--- src/rtl/gpio_mux_pkg.sv ---
package gpio_mux_pkg;

    typedef enum logic [2:0] {
        OWN_GPIO    = 3'd0,
        OWN_BUS     = 3'd1,
        OWN_PSP     = 3'd2,
        OWN_ALT     = 3'd3,
        OWN_PSP_ALT = 3'd4
    } own_state_t;

    localparam logic [1:0] MODE_MCU = 2'b00;

    localparam logic [1:0] ADDR_PORT = 2'd0;
    localparam logic [1:0] ADDR_LAT  = 2'd1;
    localparam logic [1:0] ADDR_DIR  = 2'd2;
    localparam logic [1:0] ADDR_NONE = 2'd3;

endpackage

--- src/rtl/gpio_pin_sync.sv ---
module gpio_pin_sync #(
    parameter int WIDTH = 8
) (
    input  logic             clk,
    input  logic             rst_n,
    input  logic [WIDTH-1:0] raw_i,
    output logic [WIDTH-1:0] sync_o
);
    logic [WIDTH-1:0] meta_q;
    logic [WIDTH-1:0] sync_q;

    always_ff @(posedge clk) begin
        if (!rst_n) begin
            meta_q <= '0;
            sync_q <= '0;
        end else begin
            meta_q <= raw_i;
            sync_q <= meta_q;
        end
    end

    assign sync_o = sync_q;
endmodule

--- src/rtl/gpio_port_regs.sv ---
module gpio_port_regs
    import gpio_mux_pkg::*;
#(
    parameter int WIDTH = 8
) (
    input  logic             clk,
    input  logic             rst_n,
    input  logic             we_i,
    input  logic [1:0]       addr_i,
    input  logic [WIDTH-1:0] wdata_i,
    output logic [WIDTH-1:0] latch_o,
    output logic [WIDTH-1:0] dir_o
);
    logic [WIDTH-1:0] latch_q;
    logic [WIDTH-1:0] dir_q;

    always_ff @(posedge clk) begin
        if (!rst_n) begin
            latch_q <= '0;
            dir_q   <= '1;
        end else if (we_i) begin
            unique case (addr_i)
                ADDR_PORT, ADDR_LAT: latch_q <= wdata_i;
                ADDR_DIR:            dir_q   <= wdata_i;
                default:             ;
            endcase
        end
    end

    assign latch_o = latch_q;
    assign dir_o   = dir_q;
endmodule

--- src/rtl/gpio_own_fsm.sv ---
module gpio_own_fsm
    import gpio_mux_pkg::*;
(
    input  logic       clk,
    input  logic       rst_n,
    input  logic [1:0] mem_mode_i,
    input  logic       bus_dis_i,
    input  logic       psp_en_i,
    input  logic       alt_sel_n_i,
    output own_state_t state_o,
    output logic       bus_own_o,
    output logic       psp_own_o,
    output logic       alt_own_o
);
    own_state_t state_q;
    own_state_t state_d;

    // next-state decode, shared by reset and run so reset lands in the mode's owner
    always_comb begin
        if (mem_mode_i != MODE_MCU) begin
            state_d = bus_dis_i ? OWN_GPIO : OWN_BUS;
        end else begin
            unique case ({psp_en_i, alt_sel_n_i})
                2'b10:   state_d = OWN_PSP_ALT;
                2'b11:   state_d = OWN_PSP;
                2'b00:   state_d = OWN_ALT;
                default: state_d = OWN_GPIO;
            endcase
        end
    end

    always_ff @(posedge clk) begin
        state_q <= state_d;
    end

    always_comb begin
        bus_own_o = 1'b0;
        psp_own_o = 1'b0;
        alt_own_o = 1'b0;
        unique case (state_q)
            OWN_BUS:     bus_own_o = 1'b1;
            OWN_PSP:     psp_own_o = 1'b1;
            OWN_ALT:     alt_own_o = 1'b1;
            OWN_PSP_ALT: begin
                psp_own_o = 1'b1;
                alt_own_o = 1'b1;
            end
            default:     ;
        endcase
    end

    assign state_o = state_q;

    logic unused_rst;
    assign unused_rst = rst_n;
endmodule

--- src/rtl/gpio_pin_mux.sv ---
module gpio_pin_mux #(
    parameter int WIDTH    = 8,
    parameter int PSP_PINS = 3,
    parameter int ALT_PIN  = 7
) (
    input  logic             bus_own_i,
    input  logic             psp_own_i,
    input  logic             alt_own_i,
    input  logic [WIDTH-1:0] dir_i,
    input  logic [WIDTH-1:0] latch_i,
    input  logic             bus_drive_i,
    input  logic [WIDTH-1:0] bus_out_i,
    input  logic             ccp_drive_i,
    input  logic             ccp_out_i,
    output logic [WIDTH-1:0] pad_oe_o,
    output logic [WIDTH-1:0] pad_out_o
);
    for (genvar p = 0; p < WIDTH; p++) begin : g_pin
        localparam bit IS_PSP = (p < PSP_PINS);
        localparam bit IS_ALT = (p == ALT_PIN);

        always_comb begin
            // priority: bus, strobe inputs, alternate output, GPIO
            if (bus_own_i) begin
                pad_oe_o[p]  = bus_drive_i;
                pad_out_o[p] = bus_out_i[p];
            end else if (IS_PSP && psp_own_i) begin
                pad_oe_o[p]  = 1'b0;
                pad_out_o[p] = 1'b0;
            end else if (IS_ALT && alt_own_i) begin
                pad_oe_o[p]  = ccp_drive_i;
                pad_out_o[p] = ccp_out_i;
            end else begin
                pad_oe_o[p]  = ~dir_i[p];
                pad_out_o[p] = latch_i[p];
            end
        end
    end
endmodule

--- src/rtl/gpio_mux_port.sv ---
module gpio_mux_port
    import gpio_mux_pkg::*;
#(
    parameter int WIDTH    = 8,
    parameter int PSP_PINS = 3,
    parameter int ALT_PIN  = WIDTH - 1
) (
    input  logic             clk,
    input  logic             rst_n,
    input  logic             reg_we,
    input  logic [1:0]       reg_addr,
    input  logic [WIDTH-1:0] reg_wdata,
    output logic [WIDTH-1:0] reg_rdata,
    input  logic [1:0]       mem_mode,
    input  logic             bus_dis,
    input  logic             psp_en,
    input  logic             alt_sel_n,
    input  logic             bus_drive,
    input  logic [WIDTH-1:0] bus_out,
    output logic [WIDTH-1:0] bus_in,
    input  logic             ccp_drive,
    input  logic             ccp_out,
    output logic [PSP_PINS-1:0] psp_ctl,
    input  logic [WIDTH-1:0] pad_in,
    output logic [WIDTH-1:0] pad_oe,
    output logic [WIDTH-1:0] pad_out
);
    logic [WIDTH-1:0] latch_q;
    logic [WIDTH-1:0] dir_q;
    logic [WIDTH-1:0] pin_sync;
    own_state_t       own_state;
    logic             bus_own;
    logic             psp_own;
    logic             alt_own;

    gpio_port_regs #(.WIDTH(WIDTH)) regs_i (
        .clk(clk), .rst_n(rst_n), .we_i(reg_we), .addr_i(reg_addr),
        .wdata_i(reg_wdata), .latch_o(latch_q), .dir_o(dir_q)
    );

    gpio_pin_sync #(.WIDTH(WIDTH)) sync_i (
        .clk(clk), .rst_n(rst_n), .raw_i(pad_in), .sync_o(pin_sync)
    );

    gpio_own_fsm fsm_i (
        .clk(clk), .rst_n(rst_n), .mem_mode_i(mem_mode), .bus_dis_i(bus_dis),
        .psp_en_i(psp_en), .alt_sel_n_i(alt_sel_n), .state_o(own_state),
        .bus_own_o(bus_own), .psp_own_o(psp_own), .alt_own_o(alt_own)
    );

    gpio_pin_mux #(.WIDTH(WIDTH), .PSP_PINS(PSP_PINS), .ALT_PIN(ALT_PIN)) mux_i (
        .bus_own_i(bus_own), .psp_own_i(psp_own), .alt_own_i(alt_own),
        .dir_i(dir_q), .latch_i(latch_q),
        .bus_drive_i(bus_drive), .bus_out_i(bus_out),
        .ccp_drive_i(ccp_drive), .ccp_out_i(ccp_out),
        .pad_oe_o(pad_oe), .pad_out_o(pad_out)
    );

    always_comb begin
        unique case (reg_addr)
            ADDR_PORT: reg_rdata = pin_sync;
            ADDR_LAT:  reg_rdata = latch_q;
            ADDR_DIR:  reg_rdata = dir_q;
            default:   reg_rdata = '0;
        endcase
    end

    // strobes only pass when the low direction bits make those pins inputs
    assign psp_ctl = (psp_own && (&dir_q[PSP_PINS-1:0])) ? pin_sync[PSP_PINS-1:0] : '1;
    assign bus_in  = pin_sync;

    logic unused_state;
    assign unused_state = ^own_state;
endmodule

--- config.mk ---
export PLATFORM = sky130hd
export DESIGN_NAME = gpio_mux_port
export DESIGN_NICKNAME = d
export VERILOG_FILES = /design/src/rtl/gpio_mux_pkg.sv /design/src/rtl/gpio_pin_sync.sv /design/src/rtl/gpio_port_regs.sv /design/src/rtl/gpio_own_fsm.sv /design/src/rtl/gpio_pin_mux.sv /design/src/rtl/gpio_mux_port.sv
export SDC_FILE = /design/constraint.sdc
export NUM_CORES = 1
export LEC_CHECK = 0
export CAP_MARGIN = 20
export CORE_MARGIN = 2
export CORE_UTILIZATION = 30
export CTS_CLUSTER_DIAMETER = 30
export DETAILED_ROUTE_END_ITERATION = 16
export HOLD_SLACK_MARGIN = 0.1
export PLACE_DENSITY = 0.59
export SYNTH_ARGS = -nofsm -noshare
export SYNTH_HDL_FRONTEND = slang
export SYNTH_SLANG_ARGS = --single-unit
--- constraint.sdc ---
create_clock -name clk -period 1.7 [get_ports clk]
set_input_delay 0.17 -clock clk [delete_from_list [all_inputs] [get_ports clk]]
set_output_delay 0.17 -clock clk [all_outputs]
set_load 0.05 [all_outputs]
* Yosys cells after proc, flatten, opt, wreduce, memory -nomap -nowiden
Cells that the tools add are included.
Storage, ports and cells: bits in registers 35, word-level logic and storage cells 63, input bits 37
Operators by class: reduce and logical (&&, ||, !) cells 10, bitwise logic cells 8, equal/unequal tests 8, multiplexer cells 32
Operator list (count):
- 2-to-1 mux 1 bit | 28
- case mux 8 bit (3 select lines) | 1
- case mux 3 bit (3 select lines) | 1
- inverter 1 bit | 8
- == test 2 bit (second input constant) | 3
- == test 3 x 2 -> 1 bit (second input constant) | 2
- 2-to-1 mux 3 bit | 2
- OR reduction 2 bit | 3
- logical NOT 2 bit | 2
- AND reduction 2 bit | 2
- == test 3 x 1 -> 1 bit (second input constant) | 1
- == test 3 bit (second input constant) | 1
- AND reduction 3 bit | 1
- == test 2 x 1 -> 1 bit (second input constant) | 1
- nonzero test 2 bit | 1
- logical AND 1 bit | 1

* Depth between registers and ports, before layout
depth in word-level cells 5, mapped depth 5, depth with buffers taken out 4

* Hierarchy
From an unflattened synthesis, not the netlist that was laid out.
Unflattened totals: cells, all modules 174, area, all modules 1614.0 sq um
Modules (own cells, without submodules):
- gpio_port_regs | cells each 72, sequential area each 320.3 sq um, times used 1, area an instance 589.3 sq um
- gpio_pin_sync | cells each 33, sequential area each 320.3 sq um, times used 1, area an instance 446.7 sq um
- gpio_mux_port | cells each 24, sequential area each 0.0 sq um, times used 1, area an instance 222.7 sq um
- gpio_pin_mux | cells each 29, sequential area each 0.0 sq um, times used 1, area an instance 201.4 sq um
- gpio_own_fsm | cells each 16, sequential area each 60.1 sq um, times used 1, area an instance 153.9 sq um

* Least setup slack after synthesis
Ideal clock, no wire load.
path type flip-flop to output port, start point register fsm_i.state_q[2], in the netlist fsm_i.state_o[2], end point output port pad_out[7], data arrival time 1946 ps, stages on the path, launching flop included 5, required time 1530 ps, path slack -416 ps, path through dfxtp_1 buf_6 xor2_1 nor2_1 a211oi_1
Between the ends: cells in the longest elaborated chain, start to end 5, elaborated cells between the ends (all ways) 8, those cells by class 3 x eq/ne; 4 x mux; 1 x reduce/logical
Ends and longest elaborated chain:
- from (decl) | line gpio_own_fsm.sv:15 | own_state_t state_q;
- from (signal assigned) | line gpio_own_fsm.sv:33 | state_q <= state_d;
- == test 3 x 2 -> 1 bit or == test 3 bit (tied branches) | line gpio_own_fsm.sv:40 | unique case (state_q)
- OR reduction 2 bit (no source line)
- 2-to-1 mux 1 bit | line gpio_own_fsm.sv:40
- 2-to-1 mux 1 bit | line gpio_pin_mux.sv:30 | end else if (IS_ALT && alt_own_i) begin
- 2-to-1 mux 1 bit (*) | line gpio_pin_mux.sv:24 | if (bus_own_i) begin
- to (decl) | line gpio_mux_port.sv:26 | output logic [WIDTH-1:0] pad_out
Every way passes the cells marked *; elsewhere a longest branch is shown, timed or not.

* Final worst setup path
start point register fsm_i.state_q[0], in the netlist fsm_i.state_o[0], end point output port pad_oe[2]
Between the ends: cells in the longest elaborated chain, start to end 5, elaborated cells between the ends (all ways) 8, those cells by class 3 x eq/ne; 4 x mux; 1 x reduce/logical
Ends and longest elaborated chain:
- == test 3 x 2 -> 1 bit or == test 3 bit (tied branches) | line gpio_own_fsm.sv:40
- OR reduction 2 bit (no source line)
- 2-to-1 mux 1 bit | line gpio_own_fsm.sv:40
- 2-to-1 mux 1 bit | line gpio_pin_mux.sv:27 | end else if (IS_PSP && psp_own_i) begin
- 2-to-1 mux 1 bit (*) | line gpio_pin_mux.sv:24
- to (decl) | line gpio_mux_port.sv:25 | output logic [WIDTH-1:0] pad_oe,
Marks and branches as above.

==> flow_metrics.py <==
metrics = {
    "outcome": {
        "outcome": "finished with violations",
        "violations": "negative setup slack",
    },
    "global_route": {
        "grt-ovfl-total": 0,
        "grt_max_degree": 21,
        "antenna_found_initial": 0,
        "grtUsageTotal": 0.157,
        "first_global_vias": 1555,
        "grt_pass1_wl_um": 7430,
    },
    "synth": {
        "yosys.area.top_type": "dfxtp_1",
        "synth_cells": 181,
        "synth.distinct_cells": 33,
        "ys_seq_area_frac": 0.423,
        "syn_avg_cell_area_um2": 9.15,
        "synth_edf_count": 0,
        "synth_flop_cell": "dfxtp_1",
        "ys_top_cells_by_area": "dfxtp_1 42%, mux2i_1 9.7%, and2_1 6.4%, nand2_1 5.9%, o21ai_0 4.8%",
        "syn-num-nets": 220,
        "synthArstFlopShare": 0,
        "ys_ff_latch": 35,
        "ys_warn_count": 0,
        "synth_top_area_share": 0.423,
        "netlist_area_mm2": 0.00166,
    },
    "detailed_routing": {
        "via_count": 1511,
        "post-route-drc-count": 0,
        "first_pass_iters": 4,
        "drt-vias-per-instance": 4.47,
        "postRouteAntennaNets": 0,
        "wl_per_cell_um": 13.7,
        "routed_wl_um": 4630,
        "drt_iter0_markers": 60,
    },
    "sta": {
        "finClkSkew_ns": 0.00342,
        "fmax_mhz": 576,
        "hold_viol": 0,
        "finalSetupViolCount": 8,
        "fin_crit_sh": 1.02,
        "whs_ns": 0.427,
        "worstMarginPinSlew_ns": 0.510,
        "max_slew_margin": 0.659,
        "final_max_slew_viol_count": 0,
        "fin_ws_ns": -0.0367,
        "finalCriticalPeriod_ns": 1.74,
        "rsz0062_at_grt": "yes",
    },
    "run": {
        "cap_violations": 0,
    },
    "die": {
        "core_mm2": 0.00541,
        "die_h_um": 78.3,
        "pin_count": 72,
        "die_w_um": 78.3,
        "start_util": 0.306,
        "die_area_mm2": 0.00613,
        "num_rows": 27,
    },
    "placed_design": {
        "dpl.hpwl_um": 3480,
        "dpl.cell_count": 323,
        "routabilityCongestion": 0.816,
        "dpl-instance-area_mm2": 0.00265,
        "numPortBuffers": 71,
    },
    "worst_setup_path": {
        "startpoint_type": "register",
        "cp_cell_sequence": "or3_4 -> and3_4 -> o21ai_4 -> buf_12",
        "crit_family": "simple AND/OR/NAND/NOR gates",
        "reg2reg_depth": 2,
        "cpPeakStageDelay_ns": 0.39,
        "crit_path_end_kind": "primary output",
        "critical_path_arrival_ns": 1.57,
        "slowest_stage": "or3_4",
        "required_ns": 1.53,
        "crit_fanout": 7,
        "cp_num_buf_inv": 1,
        "worst-path-stages": 4,
        "worst-setup-path-type": "register to primary output",
    },
    "layout": {
        "syn_to_final_growth_pct": 81.4,
        "final_common_cell": "clkdlybuf4s50_1",
        "final_cell_mix": "39 x clkdlybuf4s50_1, 29 x dfxtp_1, 26 x nand2_1",
        "fin_area_mm2": 0.00300,
        "final_cells": 338,
        "final_nets": 304,
        "multiInputGateArea_mm2": 0.00102,
        "fillCellCount": 486,
        "seq_area_um2": 716,
        "diodes": 0,
        "layout-drive-gt1-share": 0.327,
    },
    "clock_network": {
        "clock_path_buffers": 2,
        "numCtsBuffers": 5,
        "clk_pin_slew_worst_paths_ns": 0.07,
        "postCtsHoldBufs": 0,
        "clkLatencyLatePin_ns": 0.28,
        "cts_tree": "yes",
        "clock_sinks": 35,
        "htreeDepth": 2,
        "cts-root-buf": "clkbuf_8",
    },
    "power": {
        "irDropWorstVdd_mv": 0.648,
        "p_leak_nw": 1.25,
        "power_density_mw_per_mm2": 783,
    },
    "hold_path": {
        "hold_class": "register to register",
        "holdPathStages": 1,
    },
}
power by group:
group | internal (mW) | total [mW] | switching (mW)
clock | 0.286 | 0.579 | 0.293
combinational | 0.436 | 0.875 | 0.438
sequential | 0.860 | 0.897 | 0.0372
path summary, 6_finish.rpt:
path	start	end	slack (ns)
max	fsm_i.state_o[0]	pad_oe[2]	-0.04
max reg2reg	regs_i.latch_o[7]	regs_i.latch_o[7]	1.05
min reg2reg	sync_i.meta_q[0]	sync_i.sync_o[0]	0.43
min	sync_i.meta_q[0]	sync_i.sync_o[0]	0.43
synth_stat cells, types with 4 or more instances:
library cell / count
mux2i_1: 16
nand3_1: 9
mux2_2: 4
buf_2: 4
and2_1: 17
dfxtp_1: 35
nand3b_1: 4
o21ai_0: 16
nand2_1: 26
nor2b_1: 10
flip-flops by register name, summed over array words and instances (netlist names):
| signal | cells |
|---|---|
| fsm_i.state_o | 3 |
| regs_i.dir_o | 8 |
| regs_i.latch_o | 8 |
| sync_i.meta_q | 8 |
| sync_i.sync_o | 8 |
timing repair:
action                                 in CTS  in global routing
resized for setup                          41                 13
endpoints found under the hold margin       0                  0
gates cloned                                1                  0
pin swaps                                   6                  7
buffers inserted                            6                  1
setup endpoints to repair                  19                 19
cell type report:
type                       instances  area share
inverter                           2     0.00250
timing repair buffer              89       0.362
tap                               72      0.0300
multi-input combinational        132       0.338
clock buffer                       6      0.0242
clock inverter                     2     0.00417
sequential                        35       0.238
per-layer routing:
layer | vias to the layer above | GRT usage | wire length [um]
met5 | - | 0 | 0
met1 | 686 | 0.192 | 2060
met4 | 0 | 0.0614 | 99
met2 | 36 | 0.266 | 2320
met3 | 8 | 0.0368 | 160
li1 | 781 | - | -
per-stage QoR:
stage / TNS (ns) / setup slack [ns] / power [mW] / utilization
6_report: -0.183 / -0.0367 / 2.35 / 0.556
5_1_grt: -1.01 / -0.100 / 2.47 / 0.556
3_5_place_dp: 0 / 0.137 / 1.70 / 0.491
3_3_place_gp: 0 / 0.143 / 1.70 / 0.491
4_1_cts: -0.278 / -0.0348 / 2.36 / 0.546
2_1_floorplan: -0.817 / -0.204 / 1.32 / -
worst reg2reg max path: stages, from the launching register on:
cell and delay, ns:
dfxtp_1 0.39, mux2i_1 0.09, nor2b_1 0.10
cell families (layout without fill, tap and decap cells):
logic type | Yosys count | count (layout) | synth area share
compound gates | 26 | 26 | 0.0960
xor+xnor | 2 | 2 | 0.0106
fa+ha+maj | 2 | 2 | 0.0151
buf+inv | 14 | 99 | 0.0484
flops | 35 | 35 | 0.423
mux | 20 | 20 | 0.124
simple gates | 82 | 82 | 0.283
Note: power is estimated with default switching activity, not from simulation.
